### config.mk
export PLATFORM = sky130hd
export DESIGN_NAME = fault_supervisor
export DESIGN_NICKNAME = d
export VERILOG_FILES = /design/src/rtl/fsup_pkg.sv /design/src/rtl/fault_event_counter.sv /design/src/rtl/ov_clamp.sv /design/src/rtl/fault_supervisor.sv
export SDC_FILE = /design/constraint.sdc
export NUM_CORES = 1
export LEC_CHECK = 0
export CAP_MARGIN = 25
export CORE_ASPECT_RATIO = 1.5
export CORE_MARGIN = 4
export CORE_UTILIZATION = 30
export DETAILED_ROUTE_END_ITERATION = 7
export GPL_ROUTABILITY_DRIVEN = 0
export HOLD_SLACK_MARGIN = 0.02
export SETUP_SLACK_MARGIN = 0.2
export SLEW_MARGIN = 5
export SYNTH_ARGS = -nofsm -noshare
export SYNTH_HDL_FRONTEND = slang
export SYNTH_SLANG_ARGS = --single-unit
### constraint.sdc
create_clock -name clk -period 5.45 [get_ports clk]
set_input_delay 1.09 -clock clk [delete_from_list [all_inputs] [get_ports clk]]
set_output_delay 1.09 -clock clk [all_outputs]
set_load 0.01 [all_outputs]
### src/rtl/fsup_pkg.sv
package fsup_pkg;

  // Number of set bits in a flag vector (channels at fault this cycle).
  function automatic int unsigned hit_count(input logic [31:0] v);
    int unsigned n;
    n = 0;
    for (int i = 0; i < 32; i++) begin
      n += 32'(v[i]);
    end
    return n;
  endfunction

endpackage

### src/rtl/fault_event_counter.sv
module fault_event_counter
  import fsup_pkg::*;
#(
  parameter int NCH           = 2,
  parameter int W             = 4,
  parameter bit CLEAR_ON_IDLE = 1'b0
) (
  input  logic           clk,
  input  logic           rst,
  input  logic           clr,
  input  logic           en,
  input  logic [NCH-1:0] hits,
  output logic [W-1:0]   count,
  output logic           ovf
);

  localparam int SW = W + $clog2(NCH + 1);
  localparam logic [SW-1:0] MAXV = SW'((1 << W) - 1);

  logic [SW-1:0] sum;
  logic          idle_clear;

  always_comb begin
    sum = SW'(count) + SW'(hit_count(32'(hits)));
  end

  generate
    if (CLEAR_ON_IDLE) begin : g_clear_idle
      assign idle_clear = (hits == '0);
    end else begin : g_accumulate
      assign idle_clear = 1'b0;
    end
  endgenerate

  always_ff @(posedge clk) begin
    if (rst || clr) begin
      count <= '0;
      ovf   <= 1'b0;
    end else if (en && !ovf) begin
      if (idle_clear) begin
        count <= '0;
      end else if (sum > MAXV) begin
        ovf   <= 1'b1;
        count <= MAXV[W-1:0];
      end else begin
        count <= sum[W-1:0];
      end
    end
  end

  AST_HOLD_NO_STROBE: assert property (@(posedge clk) disable iff (rst)
    (!en && !clr) |=> $stable(count));
  AST_OVF_STICKY: assert property (@(posedge clk) disable iff (rst)
    (ovf && !clr) |=> ovf);
  AST_OVF_SATURATED: assert property (@(posedge clk) disable iff (rst)
    ovf |-> (count == MAXV[W-1:0]));

  generate
    if (CLEAR_ON_IDLE) begin : g_idle_chk
      AST_IDLE_CLEAR: assert property (@(posedge clk) disable iff (rst)
        (en && !clr && !ovf && hits == '0) |=> (count == '0));
    end
  endgenerate

endmodule

### src/rtl/ov_clamp.sv
module ov_clamp #(
  parameter int NCH = 2
) (
  input  logic           clk,
  input  logic           rst,
  input  logic           clr,
  input  logic           block,
  input  logic [NCH-1:0] ov_flag,
  output logic [NCH-1:0] pd_req
);

  generate
    for (genvar c = 0; c < NCH; c++) begin : g_ch
      always_ff @(posedge clk) begin
        if (rst || clr || block) pd_req[c] <= 1'b0;
        else                     pd_req[c] <= ov_flag[c];
      end
    end
  endgenerate

  AST_PD_FOLLOW: assert property (@(posedge clk) disable iff (rst)
    (!block && !clr) |=> (pd_req == $past(ov_flag)));
  AST_PD_BLOCKED: assert property (@(posedge clk) disable iff (rst)
    block |=> (pd_req == '0));

endmodule

### src/rtl/fault_supervisor.sv
module fault_supervisor #(
  parameter int NCH = 2,
  parameter int CW  = 4
) (
  input  logic           clk,
  input  logic           rst,
  input  logic           fault_clr,
  input  logic           cyc_stb,
  input  logic [NCH-1:0] uv_flag,
  input  logic [NCH-1:0] ov_flag,
  input  logic [NCH-1:0] oc_flag,
  input  logic           ot_flag,
  output logic           conv_off,
  output logic [NCH-1:0] ov_pulldown,
  output logic           latched_off,
  output logic [CW-1:0]  uv_count,
  output logic [CW-1:0]  oc_count
);

  logic uv_ovf, oc_ovf, ot_q, cnt_en;

  // All shutdown sources are flops; the OR only merges them.
  assign conv_off    = uv_ovf | oc_ovf | ot_q;
  assign latched_off = ot_q;
  assign cnt_en      = cyc_stb & ~conv_off;

  fault_event_counter #(.NCH(NCH), .W(CW), .CLEAR_ON_IDLE(1'b0)) u_uv_cnt (
    .clk(clk), .rst(rst), .clr(fault_clr), .en(cnt_en), .hits(uv_flag),
    .count(uv_count), .ovf(uv_ovf)
  );

  fault_event_counter #(.NCH(NCH), .W(CW), .CLEAR_ON_IDLE(1'b1)) u_oc_cnt (
    .clk(clk), .rst(rst), .clr(fault_clr), .en(cnt_en), .hits(oc_flag),
    .count(oc_count), .ovf(oc_ovf)
  );

  ov_clamp #(.NCH(NCH)) u_ov (
    .clk(clk), .rst(rst), .clr(fault_clr), .block(conv_off),
    .ov_flag(ov_flag), .pd_req(ov_pulldown)
  );

  always_ff @(posedge clk) begin
    if (rst || fault_clr) ot_q <= 1'b0;
    else if (ot_flag)     ot_q <= 1'b1;
  end

  AST_OT_LATCH: assert property (@(posedge clk) disable iff (rst)
    (ot_flag && !fault_clr) |=> (latched_off && conv_off));
  AST_CLR_RESTART: assert property (@(posedge clk) disable iff (rst)
    fault_clr |=> (!conv_off && uv_count == '0 && oc_count == '0));
  AST_SHUTDOWN_HELD: assert property (@(posedge clk) disable iff (rst)
    (conv_off && !fault_clr) |=> conv_off);

endmodule

==> results of run 1 <==
==> cell type report <==
class	instances	area share
clock buffers	4	0.0275
inverters	3	0.0118
flip-flops and latches	13	0.272
well taps	23	0.0301
repair buffers	22	0.230
multi-input cells	51	0.429
==> routing by layer <==
metal | vias to the layer above | wire (um) | track usage
met1 | 282 | 601 | 0.134
met4 | 0 | 72 | 0.0934
met3 | 7 | 57 | 0.0162
li1 | 308 | - | -
met2 | 15 | 785 | 0.169
met5 | - | 0 | 0
==> synth_stat cells, drive strengths merged <==
cell type	n	area (um2)
dfxtp	13	260
ha	7	87.6
a31oi	6	37.5
nor2	6	22.5
a21oi	5	25.0
nand2	4	15.0
inv	3	11.3
a211oi	2	15.0
a21o	2	15.0
a41o	2	21.3
and3	2	12.5
and4b	2	21.3
fa	2	40.0
nor3	2	10.0
o21ai	2	10.0
o32ai	2	25.0
a41oi	1	8.76
buf	1	11.3
clkbuf	1	3.75
nor2b	1	6.26
nor4b	1	23.8
o21bai	1	7.51
or2	1	6.26
==> kinds of logic after synthesis <==
family                     synth area share
AOI/OAI and AO/OA                     0.237
adders and majority gates             0.183
buffers and inverters                0.0377
DFF                                   0.373
and+or+nand+nor                       0.169
==> sequential cells by signal (all words and copies together) (netlist names) <==
signal	count
u_oc_cnt.ovf	1
u_oc_cnt.count	4
latched_off	1
u_uv_cnt.count	4
u_uv_cnt.ovf	1
u_ov.pd_req	2
==> cell usage in the layout, fill, tap and decap left out, types with 2 or more instances in the layout <==
cell type	n
inv_1	3
nor3_1	2
o21ai_0	2
clkdlybuf4s50_1	22
fa_1	2
nand2_1	4
dfxtp_1	13
and3_1	2
a31oi_1	6
clkbuf_4	3
ha_1	7
a21oi_1	5
a211oi_1	2
a21o_1	2
nor2_1	6
==> power by group through the flow <==
stage	Combinational (mW)	Clock [mW]	Sequential [mW]
floorplan	0.0170	0	0.102
global placement	0.0325	0	0.101
detailed placement	0.0333	0	0.101
CTS	0.0333	0.0634	0.0990
global route	0.0365	0.0679	0.0995
finish	0.0328	0.0596	0.0989
==> path summary, 6_finish.rpt <==
check / from / endpoint / slack [ps] / cells after the start
setup reg to reg: u_uv_cnt.ovf / u_oc_cnt.count[1] / 3780 / 3
hold reg to reg: u_oc_cnt.count[0] / u_oc_cnt.count[0] / 510 / 2
hold / removal: u_oc_cnt.count[0] / u_oc_cnt.count[0] / 510 / 2
setup / recovery: oc_flag[0] / u_oc_cnt.ovf / 2630 / 8
==> worst max-delay path, stage by stage <==
cell and delay, ps:
clkdlybuf4s50_1 490, inv_1 50, ha_1 280, ha_1 210
fa_1 450, and4b_1 220, a21oi_1 150, nor2_1 50
==> metrics by stage <==
step | std cells | cell area [um2] | worst slack (ps)
2_1_floorplan | 69 | 697 | 2970
3_3_place_gp | 112 | 931 | 2410
3_5_place_dp | 112 | 931 | 2370
4_1_cts | 116 | 957 | 2650
5_1_grt | 116 | 957 | 2550
6_report | 116 | 957 | 2630
==> run_results.csv, run 1 <==
group,metric,value,unit
min_path,worstHoldPathType,"reg -> reg",
worst_setup_path,crit_fanout,5,
place,io_buffers,22,
sta,worst_pin_slew,805,ps
clocking,hold_buffers,0,
run,cap_viol_max_count,0,
sta,rsz0062_at_grt,"false",
clocking,cts_resized,0,
synth,synth_cell_types,26,
power,swShare,0.248,
power,power_density,200,mW/mm2
status,status,"finished clean",
floorplan,die_w,47.4,um
global_route,grt_max_degree,18,
synth,synth_area_per_cell,10.1,um2
sta,min_period,2820,ps
floorplan,die_area,0.00317,mm2
cells_and_area,synthToLayoutAreaGrowth,37.3,%
global_route,grt_first_pass_wirelength,2550,um
worst_setup_path,worstPathArrival,2980,ps
floorplan,coreArea,0.00223,mm2
cells_and_area,drive_gt1_frac,0.0860,
power,irDropWorstVdd,0.107,mV
cells_and_area,final_nets,114,
place,dp_hpwl,1180,um
global_route,grt_usage,0.113,
global_route,antenna_found_initial,0,
power,pwr-share-seq,0.517,
global_route,first_global_vias,571,
clocking,cts_max_level,1,
sta,setup_viol,0,
floorplan,dieHeight,67.0,um
synth,syn_inst,69,
cells_and_area,multi_input_area,410,um2
drt,drtAntennaViolNets,0,
drt,firstDrtPassIters,4,
worst_setup_path,worstSetupPathType,"in -> reg",
cells_and_area,nFillCells,225,
sta,finalHoldViolations,0,
synth,syn-cell-area,697,um2
sta,drv_slew,0,
drt,detail_route.wl_per_cell,13.1,um
synth,synth_fp_nets,89,
cells_and_area,diodes,0,
clocking,clock_latency,280,ps
clocking,post-cts-setup-buffer-count,0,
clocking,cts.sink_count,13,
power,total_power,191,uW
power,leakage,0.410,nW
clocking,clk_path_buf_depth,2,
power,p_clk_frac,0.312,
cells_and_area,fin_util,0.429,
floorplan,start_util,0.312,
worst_setup_path,start_kind,"input pin",
synth,synth-seq-cells,13,
sta,relSlewSlack,0.461,
power,power_switching,47.4,uW
sta,tns,0,ps
power,comb_power_share,0.172,
sta,fmax,0.355,GHz
drt,dr.first_iter.drc_count,7,
sta,whs,508,ps
floorplan,fp-row-count,21,
global_route,grt-ovfl-total,0,
worst_setup_path,worst_setup_path_end_kind,"register",
cells_and_area,seqCellArea,260,um2
sta,timing.final.crit_share,0.517,
drt,drc,0,
clocking,cts.reportedPaths.clkPinSlew,70,ps
drt,via_count,612,
floorplan,io_pins,23,
synth,seq_area_frac_synth,0.373,
power,internal_power,144,uW
drt,wirelength,1520,um
synth,yosys_warnings,0,
clocking,cts_buffers,3,
worst_setup_path,required,5620,ps
clocking,clockRootBuffer,"clkbuf_4",
clocking,cts_tree,"yes",
drt,vias_per_cell,5.28,
sta,fin_worst_skew,5.33,ps
(Power assumes the default switching activity.)
==> run 2: changes to the inputs <==
==> constraint.sdc (replaced) <==
create_clock -name clk -period 2.4 [get_ports clk]
set_input_delay 0.48 -clock clk [delete_from_list [all_inputs] [get_ports clk]]
set_output_delay 0.48 -clock clk [all_outputs]
set_load 0.01 [all_outputs]
==> run 2 against run 1 <==
Effect of this change:
- non-clock buffer count grew 2
- routed wire length rose by 4.9%
- sequential power increased by 130%
- critical endpoint unchanged
==> run_results.csv, run 2 (synthesis results as in run 1) <==
group,metric,value,unit
drt,wirelength,1590,um
drt,firstDrtPassIters,4,
cells_and_area,drive_gt1_frac,0.137,
floorplan,dieHeight,67.0,um
cells_and_area,biggestRegsByFlops,"u_oc_cnt.count: 4 flops, u_uv_cnt.count: 4 flops, u_ov.pd_req: 2 flops",
cells_and_area,finalNonFillerCells,118,
worst_setup_path,r2r_end,"u_uv_cnt.count[2]",
global_route,antenna_found_initial,0,
cells_and_area,final_common_cell,"clkdlybuf4s50_1",
worst_setup_path,crit_fanout,5,
clocking,cts_buffers,3,
cells_and_area,final_area,982,um2
clocking,post-cts-setup-buffer-count,0,
place,dp.cells,114,
cells_and_area,diodes,0,
status,status,"finished clean",
sta,fmax,0.479,GHz
floorplan,die_area,0.00317,mm2
cells_and_area,final_cell_mix,"clkdlybuf4s50_1, dfxtp_1, a31oi_1, nor2_1, ha_1",
drt,dr.first_iter.drc_count,7,
place,dpl_worst_slack,-57.8,ps
cells_and_area,fin_util,0.440,
power,pwr-share-seq,0.517,
worst_setup_path,worstSetupPathType,"in -> reg",
cells_and_area,synthToLayoutAreaGrowth,40.9,%
power,comb_power_share,0.179,
global_route,grt_first_pass_wirelength,2650,um
power,power_switching,106,uW
place,dp_hpwl,1240,um
floorplan,io_pins,23,
power,internal_power,329,uW
power,irDropWorstVdd,0.215,mV
sta,setup_viol,0,
cells_and_area,final_nets,116,
min_path,hold_depth,2,
clocking,clk_path_buf_depth,2,
worst_setup_path,r2r-start,"u_uv_cnt.count[0]",
clocking,cts.sink_count,13,
clocking,cts.reportedPaths.clkPinSlew,80,ps
drt,via_count,616,
floorplan,fp-row-count,21,
drt,vias_per_cell,5.22,
cells_and_area,nFillCells,223,
place,post_dp_cell_area,946,um2
global_route,use_met3,0.0243,
global_route,grt-ovfl-total,0,
sta,min_period,2090,ps
clocking,clockRootBuffer,"clkbuf_4",
clocking,cts_max_level,1,
run,cap_viol_max_count,0,
power,p_clk_frac,0.304,
worst_setup_path,start_kind,"input pin",
power,swShare,0.243,
drt,drtAntennaViolNets,0,
floorplan,start_util,0.312,
worst_setup_path,r2r_cells,4,
power,power_density,443,mW/mm2
sta,timing.final.crit_share,0.870,
clocking,cts_tree,"yes",
sta,finalHoldViolations,0,
global_route,grt-busiest-layer,"met2",
global_route,first_global_vias,591,
sta,drv_slew,0,
power,leakage,0.416,nW
sta,worst_pin_slew,368,ps
sta,setup_ws,311,ps
worst_setup_path,r2r_slack,890,ps
sta,rsz0062_at_grt,"false",
sta,fin_worst_skew,1.38,ps
drt,detail_route.wl_per_cell,13.5,um
drt,drc,0,
min_path,hold_end,"u_oc_cnt.count[0]",
worst_setup_path,worst_setup_path_end_kind,"register",
clocking,cts_resized,0,
worst_setup_path,required,2560,ps
sta,relSlewSlack,0.754,
floorplan,coreArea,0.00223,mm2
global_route,met2_usage,0.195,
global_route,grt_usage,0.117,
global_route,grt_max_degree,18,
worst_setup_path,worstPathArrival,2250,ps
power,total_power,435,uW
min_path,worstHoldStart,"u_oc_cnt.count[0]",
clocking,hold_buffers,0,
min_path,worstHoldPathType,"reg -> reg",
floorplan,die_w,47.4,um
place,io_buffers,22,
global_route,met1_usage,0.129,
clocking,clock_latency,270,ps
## run 2: cell types whose count changed in the layout (fill, tap and decap cells not counted), sizes merged
cell / before / now
buf: 0 / 2
## run 2: critical path: stages
cell	delay [ps]
clkdlybuf4s50_1	480
inv_1	50
ha_1	280
ha_2	190
fa_2	390
and4b_1	190
a21oi_1	140
nor2_1	50
## run 2: layout make-up
type	instances	area, um2	share of cell area
Clock buffer	4	26.3	0.0268
Inverter	3	11.3	0.0115
Timing Repair Buffer	24	235	0.239
Sequential cell	13	260	0.265
Multi-Input combinational cell	51	420	0.428
Tap cell	23	28.8	0.0293
## run 2: how the worst max path moves through the flow
stage,start,endpoint
floorplan,oc_flag[0],u_oc_cnt.ovf
global placement,oc_flag[0],u_oc_cnt.ovf
detailed placement,oc_flag[0],u_oc_cnt.ovf
CTS,oc_flag[0],u_oc_cnt.ovf
global route,oc_flag[0],u_oc_cnt.ovf
finish,oc_flag[0],u_oc_cnt.ovf
## run 2: power groups by stage
| stage | registers, mW | logic, mW | clock network (mW) |
|---|---|---|---|
| after floorplan | 0.232 | 0.0386 | 0 |
| after detailed placement | 0.230 | 0.0777 | 0 |
| after CTS | 0.225 | 0.0776 | 0.142 |
| after global routing | 0.226 | 0.0866 | 0.152 |
| after global placement | 0.230 | 0.0766 | 0 |
| final | 0.225 | 0.0778 | 0.132 |
## run 2: metal layers
| layer | wire [um] | vias up |
|---|---|---|
| met5 | 0 | - |
| met4 | 25 | 0 |
| met3 | 53 | 2 |
| met2 | 903 | 10 |
| met1 | 608 | 289 |
| li1 | - | 315 |
## run 2: metrics by stage
step	hold slack, ps	TNS [ps]
3_3_place_gp	497	-25.9
6_report	505	0
3_5_place_dp	496	-135
4_1_cts	507	0
2_1_floorplan	509	0
5_1_grt	535	0
==> run 3: changes to the inputs <==
--- a/config.mk
+++ b/config.mk
@@ -12,7 +12,9 @@
 export DETAILED_ROUTE_END_ITERATION = 7
 export GPL_ROUTABILITY_DRIVEN = 0
 export HOLD_SLACK_MARGIN = 0.02
+export PLACE_DENSITY_LB_ADDON = 0.25
 export SETUP_SLACK_MARGIN = 0.2
+export SKIP_LAST_GASP = 1
 export SLEW_MARGIN = 5
 export SYNTH_ARGS = -nofsm -noshare
 export SYNTH_HDL_FRONTEND = slang
==> run 3 against run 2 <==
Effect of this change:
- sequential cell count unchanged
- combinational power decreased by 2%
- critical endpoint unchanged
- sequential share of layout area is 0.41 points higher
- first-iteration DRC count increased to 2.9 times the previous value
- count of clock-buffer cells in the layout unchanged
- cell count fell by 0.85%
- critical path type unchanged
- die area unchanged
- sequential power is essentially flat
- non-clock buffer count fell by 1
- fmax is essentially flat
- utilization is 0.67 points lower
- hold slack gained 9.8 ps
==> run_results.csv, run 3 (synthesis results as in run 1) <==
group,metric,value,unit
drt,via_count,632,
worst_setup_path,start_kind,"input pin",
sta,rsz0062_at_grt,"false",
cells_and_area,nFillCells,215,
drt,wirelength,1580,um
global_route,grt_max_degree,18,
worst_setup_path,worst_setup_path_end_kind,"register",
cells_and_area,seqCellArea,260,um2
status,status,"finished clean",
cells_and_area,diodes,0,
cells_and_area,final_common_cell,"clkdlybuf4s50_1",
power,irDropWorstVdd,0.246,mV
global_route,grt-busiest-layer,"met2",
worst_setup_path,worstSetupPathType,"in -> reg",
clocking,clockRootBuffer,"clkbuf_4",
global_route,first_global_vias,594,
sta,relSlewSlack,0.727,
worst_setup_path,crit_fanout,5,
clocking,clk_path_buf_depth,2,
cells_and_area,final_nets,115,
drt,detail_route.wl_per_cell,13.5,um
sta,setup_viol,0,
floorplan,die_area,0.00317,mm2
cells_and_area,biggestRegsByFlops,"u_oc_cnt.count: 4 flops, u_uv_cnt.count: 4 flops, u_ov.pd_req: 2 flops",
floorplan,start_util,0.312,
sta,worst_pin_slew,408,ps
floorplan,fp-row-count,21,
drt,vias_per_cell,5.40,
cells_and_area,multi_input_area,413,um2
global_route,use_met3,0.0162,
floorplan,io_pins,23,
worst_setup_path,worstPathArrival,2260,ps
clocking,hold_buffers,0,
sta,drv_slew,0,
global_route,antenna_found_initial,0,
clocking,cts.sink_count,13,
sta,fin_worst_skew,1.18,ps
sta,setup_ws,310,ps
sta,min_period,2090,ps
drt,firstDrtPassIters,4,
global_route,grt_usage,0.110,
place,io_buffers,22,
power,leakage,0.412,nW
clocking,cts_tree,"yes",
cells_and_area,final_cell_mix,"clkdlybuf4s50_1, dfxtp_1, ha_1",
cells_and_area,synthToLayoutAreaGrowth,38.8,%
clocking,clock_latency,280,ps
sta,fmax,0.479,GHz
place,dp_hpwl,1190,um
cells_and_area,drive_gt1_frac,0.106,
power,total_power,438,uW
min_path,worstHoldPathType,"reg -> reg",
sta,timing.final.crit_share,0.871,
global_route,grt_first_pass_wirelength,2500,um
global_route,grt-ovfl-total,0,
worst_setup_path,required,2570,ps
floorplan,coreArea,0.00223,mm2
floorplan,die_w,47.4,um
drt,dr.first_iter.drc_count,20,
drt,drc,0,
clocking,cts_max_level,1,
global_route,met2_usage,0.176,
floorplan,dieHeight,67.0,um
clocking,cts.reportedPaths.clkPinSlew,80,ps
clocking,cts_buffers,3,
run,cap_viol_max_count,0,
power,power_density,453,mW/mm2
sta,finalHoldViolations,0,
global_route,met1_usage,0.134,
drt,drtAntennaViolNets,0,
place,dpl_worst_slack,-53.1,ps
==> run 3: critical path, cell delays in order <==
cell and delay, ps:
clkdlybuf4s50_1 480, inv_1 50, ha_1 280, ha_1 210, fa_2 380, and4b_1 190
a21oi_1 140, nor2_1 50
==> run 3: repair_timing <==
action                                  4_1_cts  5_1_grt
resized for setup                             0        1
buffers inserted                              0        0
endpoints found under the setup margin        0        3
==> run 3: worst paths after layout <==
check                     from           endpoint  slack, ps  cells past startpoint
max                 oc_flag[0]       u_oc_cnt.ovf        310                      8
min          u_oc_cnt.count[0]  u_oc_cnt.count[0]        510                      2
max reg2reg  u_uv_cnt.count[0]  u_uv_cnt.count[3]        910                      5
min reg2reg  u_oc_cnt.count[0]  u_oc_cnt.count[0]        510                      2
==> run 3: cell type report <==
type	instances	share of cell area
repair buffers	23	0.235
clock buffers	4	0.0272
well taps	23	0.0298
inverters	3	0.0116
flip-flops and latches	13	0.269
multi-input cells	51	0.427
==> run 3: layer usage <==
| metal | vias up | wire (um) | share of wire |
|---|---|---|---|
| met5 | - | 0 | 0 |
| met4 | 0 | 39 | 0.025 |
| met3 | 5 | 56 | 0.036 |
| li1 | 315 | - | - |
| met2 | 12 | 832 | 0.53 |
| met1 | 300 | 648 | 0.41 |
==> run 3: metrics by stage <==
stage / cell area, um2 / TNS (ps) / utilization / instances / hold slack [ps]
after floorplan: 697 / 0 / - / 69 / 509
after global placement: 938 / -3.56 / 0.420 / 113 / 501
after detailed placement: 938 / -152 / 0.420 / 113 / 501
after CTS: 965 / 0 / 0.432 / 117 / 518
after global routing: 967 / 0 / 0.433 / 117 / 550
final: 967 / 0 / 0.433 / 117 / 515
==> run 3: power breakdown <==
| part | total [mW] | switching (mW) | internal (mW) |
|---|---|---|---|
| Combinational | 0.0762 | 0.0326 | 0.0436 |
| Clock | 0.137 | 0.0722 | 0.0645 |
| Sequential | 0.225 | 0.00459 | 0.220 |
